`config.mk`:
```
export PLATFORM = sky130hd
export DESIGN_NAME = uart_host_regs
export DESIGN_NICKNAME = d
export VERILOG_FILES = /design/src/rtl/uart_hreg_pkg.sv /design/src/rtl/uart_cfg_regs.sv /design/src/rtl/uart_status_track.sv /design/src/rtl/uart_irq_prio.sv /design/src/rtl/uart_host_regs.sv
export SDC_FILE = /design/constraint.sdc
export NUM_CORES = 1
export LEC_CHECK = 0
export BUFFER_PORTS_ARGS = -buffer_cell sky130_fd_sc_hd__buf_2
export CAP_MARGIN = 20
export CELL_PAD_IN_SITES_DETAIL_PLACEMENT = 0
export CELL_PAD_IN_SITES_GLOBAL_PLACEMENT = 1
export CORE_MARGIN = 5
export CORE_UTILIZATION = 42
export CTS_CLUSTER_DIAMETER = 30
export CTS_CLUSTER_SIZE = 24
export DETAILED_ROUTE_END_ITERATION = 8
export PLACE_DENSITY = 0.88
export SYNTH_ARGS = -nofsm -noshare
export SYNTH_HDL_FRONTEND = slang
export SYNTH_SLANG_ARGS = --single-unit
export TNS_END_PERCENT = 5
```
`constraint.sdc`:
```
create_clock -name clk -period 2.1 [get_ports clk]
set_input_delay 0 -clock clk [delete_from_list [all_inputs] [get_ports clk]]
set_output_delay 0 -clock clk [all_outputs]
set_load 0.005 [all_outputs]
```
`src/rtl/uart_hreg_pkg.sv`:
```
package uart_hreg_pkg;
  localparam int ADDR_W = 3;
  localparam int DATA_W = 8;
  localparam int NSRC   = 4;

  typedef enum logic [ADDR_W-1:0] {
    A_DATA  = 3'd0,
    A_IEN   = 3'd1,
    A_IDENT = 3'd2,
    A_FMT   = 3'd3,
    A_RSV   = 3'd4,
    A_LSTAT = 3'd5,
    A_AUX   = 3'd6,
    A_SCR   = 3'd7
  } reg_addr_e;

  localparam logic [3:0] ID_LINE = 4'b0110;
  localparam logic [3:0] ID_RX   = 4'b0100;
  localparam logic [3:0] ID_TX   = 4'b0010;
  localparam logic [3:0] ID_AUX  = 4'b0000;
  localparam logic [3:0] ID_NONE = 4'b0001;
endpackage

```
`src/rtl/uart_cfg_regs.sv`:
```
module uart_cfg_regs
  import uart_hreg_pkg::*;
#(
  parameter logic [DATA_W-1:0]   FMT_RESET = 8'h03,
  parameter logic [2*DATA_W-1:0] DIV_RESET = 16'h0001
) (
  input  logic              clk,
  input  logic              rst,
  input  logic              wr,
  input  logic [ADDR_W-1:0] addr,
  input  logic [DATA_W-1:0] wdata,
  output logic [DATA_W-1:0] fmt,
  output logic [NSRC-1:0]   ien,
  output logic [2*DATA_W-1:0] div,
  output logic              fifo_en,
  output logic [DATA_W-1:0] scratch,
  output logic              dlab,
  output logic              ien_tx_rise
);
  assign dlab        = fmt[7];
  assign ien_tx_rise = wr && (addr == A_IEN) && !dlab && wdata[1] && !ien[1];

  always_ff @(posedge clk) begin
    if (rst) begin
      fmt     <= FMT_RESET;
      ien     <= '0;
      div     <= DIV_RESET;
      fifo_en <= 1'b0;
      scratch <= '0;
    end else if (wr) begin
      case (addr)
        A_DATA:  if (dlab) div[DATA_W-1:0] <= wdata;
        A_IEN:   if (dlab) div[2*DATA_W-1:DATA_W] <= wdata;
                 else      ien <= wdata[NSRC-1:0];
        A_IDENT: fifo_en <= wdata[0];
        A_FMT:   fmt <= wdata;
        A_SCR:   scratch <= wdata;
        default: ;
      endcase
    end
  end
endmodule

```
`src/rtl/uart_status_track.sv`:
```
module uart_status_track (
  input  logic       clk,
  input  logic       rst,
  input  logic       rd_lstat,
  input  logic       rd_aux,
  input  logic [3:0] line_err,
  input  logic       aux_evt,
  input  logic       tx_hold_empty,
  input  logic       tx_write,
  input  logic       ien_tx_rise,
  input  logic       tx_ack,
  output logic [3:0] err_q,
  output logic       aux_q,
  output logic       thre_q
);
  logic empty_q;

  always_ff @(posedge clk) begin
    if (rst) begin
      err_q   <= '0;
      aux_q   <= 1'b0;
      thre_q  <= 1'b0;
      empty_q <= 1'b1;
    end else begin
      err_q   <= (rd_lstat ? 4'b0 : err_q) | line_err;
      aux_q   <= (rd_aux & ~aux_evt) ? 1'b0 : (aux_q | aux_evt);
      empty_q <= tx_hold_empty;
      if ((tx_hold_empty && !empty_q) || (ien_tx_rise && tx_hold_empty))
        thre_q <= 1'b1;
      else if (tx_write || tx_ack)
        thre_q <= 1'b0;
    end
  end
endmodule

```
`src/rtl/uart_irq_prio.sv`:
```
module uart_irq_prio
  import uart_hreg_pkg::*;
(
  input  logic            clk,
  input  logic            rst,
  input  logic [NSRC-1:0] ien,
  input  logic            err_any,
  input  logic            rx_avail,
  input  logic            thre,
  input  logic            aux,
  output logic [3:0]      id,
  output logic            irq
);
  logic [NSRC-1:0] pend;
  assign pend = ien & {aux, err_any, thre, rx_avail};

  always_comb begin
    if (pend[2])      id = ID_LINE;
    else if (pend[0]) id = ID_RX;
    else if (pend[1]) id = ID_TX;
    else if (pend[3]) id = ID_AUX;
    else              id = ID_NONE;
  end

  always_ff @(posedge clk) begin
    if (rst) irq <= 1'b0;
    else     irq <= |pend;
  end
endmodule

```
`src/rtl/uart_host_regs.sv`:
```
module uart_host_regs
  import uart_hreg_pkg::*;
#(
  parameter logic [DATA_W-1:0]   FMT_RESET = 8'h03,
  parameter logic [2*DATA_W-1:0] DIV_RESET = 16'h0001
) (
  input  logic                clk,
  input  logic                rst,
  input  logic [ADDR_W-1:0]   addr,
  input  logic [DATA_W-1:0]   wdata,
  input  logic                rd,
  input  logic                wr,
  output logic [DATA_W-1:0]   rdata,
  output logic                irq,
  output logic                tx_push,
  output logic [DATA_W-1:0]   tx_data,
  input  logic                tx_hold_empty,
  input  logic                rx_avail,
  input  logic [DATA_W-1:0]   rx_data,
  output logic                rx_pop,
  input  logic [3:0]          line_err,
  input  logic                aux_evt,
  output logic [1:0]          char_len,
  output logic [1:0]          par_mode,
  output logic [1:0]          stop_cfg,
  output logic                fifo_en,
  output logic [2*DATA_W-1:0] baud_div
);
  logic [DATA_W-1:0] fmt, scratch, rd_mux;
  logic [NSRC-1:0]   ien;
  logic              dlab, ien_tx_rise;
  logic [3:0]        err_q, id;
  logic              aux_q, thre_q;
  logic              data_wr, data_rd, id_rd;

  assign data_wr = wr && (addr == A_DATA) && !dlab;
  assign data_rd = rd && (addr == A_DATA) && !dlab;
  assign id_rd   = rd && (addr == A_IDENT) && (id == ID_TX);

  uart_cfg_regs #(.FMT_RESET(FMT_RESET), .DIV_RESET(DIV_RESET)) u_cfg (
    .clk(clk), .rst(rst), .wr(wr), .addr(addr), .wdata(wdata),
    .fmt(fmt), .ien(ien), .div(baud_div), .fifo_en(fifo_en),
    .scratch(scratch), .dlab(dlab), .ien_tx_rise(ien_tx_rise)
  );

  uart_status_track u_stat (
    .clk(clk), .rst(rst),
    .rd_lstat(rd && (addr == A_LSTAT)), .rd_aux(rd && (addr == A_AUX)),
    .line_err(line_err), .aux_evt(aux_evt), .tx_hold_empty(tx_hold_empty),
    .tx_write(data_wr), .ien_tx_rise(ien_tx_rise), .tx_ack(id_rd),
    .err_q(err_q), .aux_q(aux_q), .thre_q(thre_q)
  );

  uart_irq_prio u_prio (
    .clk(clk), .rst(rst), .ien(ien), .err_any(|err_q), .rx_avail(rx_avail),
    .thre(thre_q), .aux(aux_q), .id(id), .irq(irq)
  );

  assign char_len = fmt[1:0];
  assign par_mode = !fmt[3] ? 2'b00 : (fmt[4] ? 2'b10 : 2'b01);
  assign stop_cfg = !fmt[2] ? 2'b00 : ((fmt[1:0] == 2'b00) ? 2'b01 : 2'b10);

  always_comb begin
    case (addr)
      A_DATA:  rd_mux = dlab ? baud_div[DATA_W-1:0] : rx_data;
      A_IEN:   rd_mux = dlab ? baud_div[2*DATA_W-1:DATA_W] : {{(DATA_W-NSRC){1'b0}}, ien};
      A_IDENT: rd_mux = {fifo_en, fifo_en, 2'b00, id};
      A_FMT:   rd_mux = fmt;
      A_LSTAT: rd_mux = {2'b00, tx_hold_empty, err_q, rx_avail};
      A_AUX:   rd_mux = {7'b0, aux_q};
      A_SCR:   rd_mux = scratch;
      default: rd_mux = '0;
    endcase
  end

  always_ff @(posedge clk) begin
    if (rst) begin
      rdata   <= '0;
      tx_push <= 1'b0;
      tx_data <= '0;
      rx_pop  <= 1'b0;
    end else begin
      if (rd) rdata <= rd_mux;
      tx_push <= data_wr;
      rx_pop  <= data_rd;
      if (data_wr) tx_data <= wdata;
    end
  end
endmodule

```
==> out/metrics.cfg, run 1 <==
[timing]
setup_viol=0
finalWorstPathRequiredPeriod_ns=1.85
postLayoutSetupSlackWorst_ns=0.247
timing.setup.tns_ns=0
rsz0062_at_grt=false
max-slew-margin-rel_pct=51.7
worst_hold_slack_ns=0.0303
timing.final.crit_share_pct=88.3
drv_slew=0
clock_skew_ns=0.00737
timing.final.hold_violations=0
worst_margin_slew_ns=0.723
clock.fmax_mhz=540

[logic_synthesis]
synth_nets=356
biggest_area_contributors_in_the_synthesized_netlist=dfxtp_1, mux2i_1, nand2_1
netlist.area_leader.share_pct=43.4
number_of_library_cell_types_mapped_by_synthesis=53
yosys_warnings=0
synth.yosys.seq_area_share_pct=43.4
mappedNetlistArea_um2=2910
yosys.area.top_type=dfxtp_1
postSynthRegisterBits=63
synthArstFlopShare_pct=0
synthFlopType=dfxtp_1
synth-edff-count=0
syn_area_per_cell_um2=8.91
netlist_instances=326

[worst_setup_path]
setup.worst_path.start_class=register
crit_path_max_incr_delay_ns=0.79
max_fo_critical_path=18
arrival_ns=2.07
delay_heaviest_family_cp=simple AND/OR/NAND/NOR gates
path_cells=and4bb_2, nand2_1, nand2_1, a21oi_1
timing.critical_path.required_ns=2.32
crit_buf_inv=0
critical-path-top-cell-by-count=nand2_1
endpoint_kind=register
critical-path-slowest-cell=dfxtp_1
setup.worst_path.class=register to register

[clocking]
cts.repair_timing.setup_buffer_count=0
clock_insertion_delay_worst_skew_ns=0.34
ctsHtreeMaxLevel=3
cts.sink_count=63
tritoncts=built
cts-buffers-inserted=9
path_clk_slew_ns=0.07
cts_root_buffer=clkbuf_8
buffers_from_clock_root_to_sink_at_most=2

[cells_and_area]
filler_cell_count=630
finish.net_count=431
multiInputGateArea_um2=1480
area_growth_pct=23.8
fraction_of_layout_instances_using_a_drive_strength_above_1_pct=26.4
regArea_um2=1260
stdcell_count=485
num_antenna_cells=0

[pwr]
vdd_ir_drop_max_uv=348
power_density_nw_per_um2=736
p_leak_nw=1.62

[route]
vias=2633
count_of_unresolved_drc_violations_after_routing=0
total_routed_wirelength_um=8250
route.detailed.wl_per_inst_um=17.0
drtPass1Iterations=5
detailedRoute.firstIterationViolations=271
vias_per_cell=5.43
ant_nets=0

[floorplanning]
initial_util_pct=43.0
die_area_um2=8680
num_rows=30
vertical_extent_of_the_die_um=93.2
fp.coreArea_um2=6760
die_width_um=93.2
ioPinCount=72

[grt]
gr-usage-all-layers_pct=19.7
grt-ovfl-total=0
grt_antenna_before_repair=0
first_global_vias=2536
grt_first_pass_wirelength_um=13200
grt_start_max_net_pins=35

[place]
finalWeightedCongestion=0.828
port-buffer-count=71
dp.final_hpwl_um=5840
dp_slack_ns=0.273
placed_cells_incl_taps=456

[outcome]
status=complete, no violations

[min_path]
timing.hold.worst.class=input pin to register

[run]
max_cap_violations=0

## registers in the layout, indices dropped and copies added, names as in the netlist, 4 cells and up
register	cells
tx_data	8
u_cfg.scratch	8
u_cfg.div	16
u_cfg.ien	4
u_cfg.fmt	8
rdata	8
u_stat.err_q	4
## metrics by stage
step | cell area, um2 | power, mW | util (%)
5_1_grt | 3600 | 2.76 | 53.2
3_5_place_dp | 3240 | 1.50 | 48.0
2_1_floorplan | 2910 | 1.42 | -
4_1_cts | 3600 | 2.67 | 53.2
3_3_place_gp | 3240 | 1.50 | 48.0
6_report | 3600 | 2.65 | 53.2
## cell families after synthesis
family / after synthesis / share of synthesized area [%]
compound gates: 69 / 16.7
mux: 37 / 13.6
buf+inv: 29 / 5.60
flops: 63 / 43.4
simple gates: 128 / 20.8
## synth_stat cells (2+ instances only)
| cell | count |
|---|---|
| a22o_1 | 4 |
| nand3b_1 | 3 |
| nor3b_1 | 2 |
| o22ai_1 | 2 |
| inv_1 | 4 |
| nor2_1 | 32 |
| nor2b_1 | 3 |
| nor4b_1 | 2 |
| a22oi_1 | 8 |
| a21oi_1 | 30 |
| nor4_1 | 3 |
| a21o_1 | 3 |
| nand2_1 | 53 |
| buf_4 | 3 |
| o21ai_0 | 3 |
| and2_1 | 3 |
| and2b_1 | 2 |
| clkbuf_1 | 8 |
| nand4_1 | 2 |
| buf_2 | 10 |
| mux2_2 | 9 |
| o221ai_1 | 3 |
| buf_6 | 4 |
| mux2i_1 | 27 |
| dfxtp_1 | 63 |
| nand3_1 | 13 |
## layout by cell type, fill, tap and decap left out, types with 2 or more instances in the layout
master | Yosys | routed
buf_2 | 10 | 71
dfxtp_1 | 63 | 63
nand2_1 | 53 | 53
nor2_1 | 32 | 32
a21oi_1 | 30 | 30
mux2i_1 | 27 | 27
dlygate4sd3_1 | 0 | 14
nand3_1 | 13 | 13
clkbuf_8 | 0 | 10
mux2_2 | 9 | 9
a22oi_1 | 8 | 8
inv_1 | 4 | 4
a22o_1 | 4 | 4
buf_4 | 3 | 4
nor2b_1 | 3 | 3
and2_1 | 3 | 3
o21ai_0 | 3 | 3
nand3b_1 | 3 | 3
a21o_1 | 3 | 3
o221ai_1 | 3 | 3
nor4_1 | 3 | 3
nor3b_1 | 2 | 2
nand4_1 | 2 | 2
nor4b_1 | 2 | 2
and2b_1 | 2 | 2
o22ai_1 | 2 | 2
clkbuf_1 | 8 | 2
bufinv_16 | 0 | 2
## power breakdown
group | internal (mW) | switching [mW]
registers | 1.22 | 0.0248
logic | 0.108 | 0.140
clock network | 0.695 | 0.456
total | 2.03 | 0.621
## tightest hold or removal path, stage by stage
cell	delay, ns
buf_2	0.09
nand2b_1	0.16
nor4b_1	0.07
## metal layers
metal	global-route usage, %	vias up	part of all wire (%)
met5	0	-	0
li1	-	1304	-
met1	26.5	1211	45
met2	30.2	105	45
met3	4.83	13	8.1
met4	8.18	0	2.1
## layout make-up
type	instances	area share [%]
multi-input cells	234	41.2
flip-flops and latches	63	35.1
repair buffers	89	14.6
clock buffers	12	4.04
well taps	80	2.78
clock inverters	3	1.88
inverters	4	0.418
## final timing paths
| kind | from | to | slack [ns] | cells past startpoint |
|---|---|---|---|---|
| setup / recovery | u_cfg.fmt[7] | u_cfg.div[8] | 0.25 | 4 |
| hold / removal | rst | rx_pop | 0.03 | 3 |
| setup reg to reg | u_cfg.fmt[7] | u_cfg.div[8] | 0.25 | 4 |
| hold reg to reg | rdata[6] | rdata[6] | 0.46 | 2 |
## repair_timing
action	in CTS	in global routing
endpoints found under the hold margin	33	0
resized for setup	0	0
hold buffers	14	0
Power figures use the tool's default switching activity.
==> inputs of run 2 (changes only) <==
--- a/config.mk
+++ b/config.mk
@@ -15,6 +15,7 @@
 export CTS_CLUSTER_SIZE = 24
 export DETAILED_ROUTE_END_ITERATION = 8
 export PLACE_DENSITY = 0.88
+export REMOVE_ABC_BUFFERS = 1
 export SYNTH_ARGS = -nofsm -noshare
 export SYNTH_HDL_FRONTEND = slang
 export SYNTH_SLANG_ARGS = --single-unit
==> run 2 against run 1 <==
Net effect: die area unchanged; wire length increased by 2.7%; critical path depth grew 1; clock skew up 0.0022 ns; utilization grew 0.056 points; critical endpoint is now u_cfg.div[10]; largest cell class unchanged.
==> out/metrics.cfg, run 2 (synthesis results as in run 1) <==
[outcome]
status=complete, no violations

[timing]
clock.fmax_mhz=566
clock_skew_ns=0.00959
setup_viol=0
rsz0062_at_grt=false
timing.setup.tns_ns=0
timing.final.crit_share_pct=84.1
timing.final.hold_violations=0
max-slew-margin-rel_pct=55.1
worst_margin_slew_ns=0.669
finalWorstPathRequiredPeriod_ns=1.77
drv_slew=0

[floorplanning]
die_area_um2=8680
vertical_extent_of_the_die_um=93.2
die_width_um=93.2
num_rows=30
fp.coreArea_um2=6760
ioPinCount=72
initial_util_pct=43.0

[route]
vias_per_cell=5.56
detailedRoute.firstIterationViolations=247
vias=2710
drtPass1Iterations=5
total_routed_wirelength_um=8480
count_of_unresolved_drc_violations_after_routing=0
route.detailed.wl_per_inst_um=17.4
ant_nets=0

[min_path]
timing.hold.worst.class=input pin to register
hold_path_depth=3

[clocking]
ctsHtreeMaxLevel=3
cts-buffers-inserted=9
buffers_from_clock_root_to_sink_at_most=2
cts.sink_count=63
tritoncts=built
path_clk_slew_ns=0.07
cts.repair.resized=0
clock_insertion_delay_worst_skew_ns=0.33
cts.repair_timing.setup_buffer_count=0
cts_root_buffer=clkbuf_8

[grt]
grt-ovfl-total=0
grt_start_max_net_pins=47
grt_antenna_before_repair=0
grt_first_pass_wirelength_um=13800
gr-usage-all-layers_pct=20.4
first_global_vias=2577

[worst_setup_path]
arrival_ns=1.96
timing.critical_path.required_ns=2.30
setup.worst_path.class=register to register
max_fo_critical_path=13
r2r.worst_path.cells=5
setup.worst_path.start_class=register
endpoint_kind=register

[cells_and_area]
layout.cells.most_common=buf_2
largest_register_ffs=16
filler_cell_count=633
fraction_of_layout_instances_using_a_drive_strength_above_1_pct=27.0
final_design_area_no_fill_um2=3600
finish.net_count=432
max_flop_register=u_cfg.div
final_cell_mix=buf_2, dfxtp_1, nand2_1
multiInputGateArea_um2=1480
area_growth_pct=23.9
num_antenna_cells=0
regArea_um2=1260

[pwr]
vdd_ir_drop_max_uv=333
p_leak_nw=1.64
power_density_nw_per_um2=721

[place]
port-buffer-count=71
finalWeightedCongestion=0.890
dp.final_hpwl_um=5860
place_area_um2=3250

[run]
max_cap_violations=0

==> run 2: area by class of cell <==
class / count / area share [%]
clock buffer: 13 / 4.69
clock inverter: 3 / 1.11
inverter: 4 / 0.417
multi-input combinational: 234 / 41.2
sequential: 63 / 35.0
tap: 80 / 2.78
timing repair buffer: 90 / 14.8
==> run 2: repair_timing <==
item                                    in CTS  in global routing
hold buffers                                14                  0
endpoints found under the setup margin       0                  0
endpoints found under the hold margin       38                  0
==> run 2: through the flow <==
step           setup slack, ns  util [%]  power (mW)  hold slack [ns]  instances
4_1_cts                  0.361      53.3        2.62          0.00699        487
2_1_floorplan            0.469         -        1.37           0.0691        301
6_report                 0.334      53.3        2.59           0.0227        487
3_5_place_dp             0.378      48.1        1.50            0.212        457
3_3_place_gp             0.428      48.1        1.50            0.204        457
5_1_grt                  0.209      53.3        2.71           0.0318        487
==> run 2: critical path, stage by stage, from the launching register on <==
cell,delay (ns)
dfxtp_1,0.46
buf_4,0.26
and4bb_2,0.43
nand2_1,0.27
nand2_1,0.14
a21oi_1,0.07
==> run 2: power breakdown <==
group | total, mW | switching, mW | internal, mW
logic | 0.253 | 0.145 | 0.108
clock network | 1.10 | 0.454 | 0.642
registers | 1.24 | 0.0223 | 1.22
==> run 2: path summary, 6_finish.rpt <==
path / start / to / slack (ns)
hold / removal: wdata[0] / u_cfg.div[8] / 0.02
setup reg to reg: u_cfg.fmt[7] / u_cfg.div[10] / 0.33
hold reg to reg: u_cfg.scratch[3] / u_cfg.scratch[3] / 0.46
setup / recovery: u_cfg.fmt[7] / u_cfg.div[10] / 0.33
==> run 2: layer usage <==
layer / global-route usage, % / share of wire (%) / vias to the layer above
li1: - / - / 1304
met1: 26.9 / 45 / 1278
met2: 31.4 / 45 / 113
met3: 4.99 / 8.0 / 15
met4: 9.16 / 2.6 / 0
met5: 0 / 0 / -
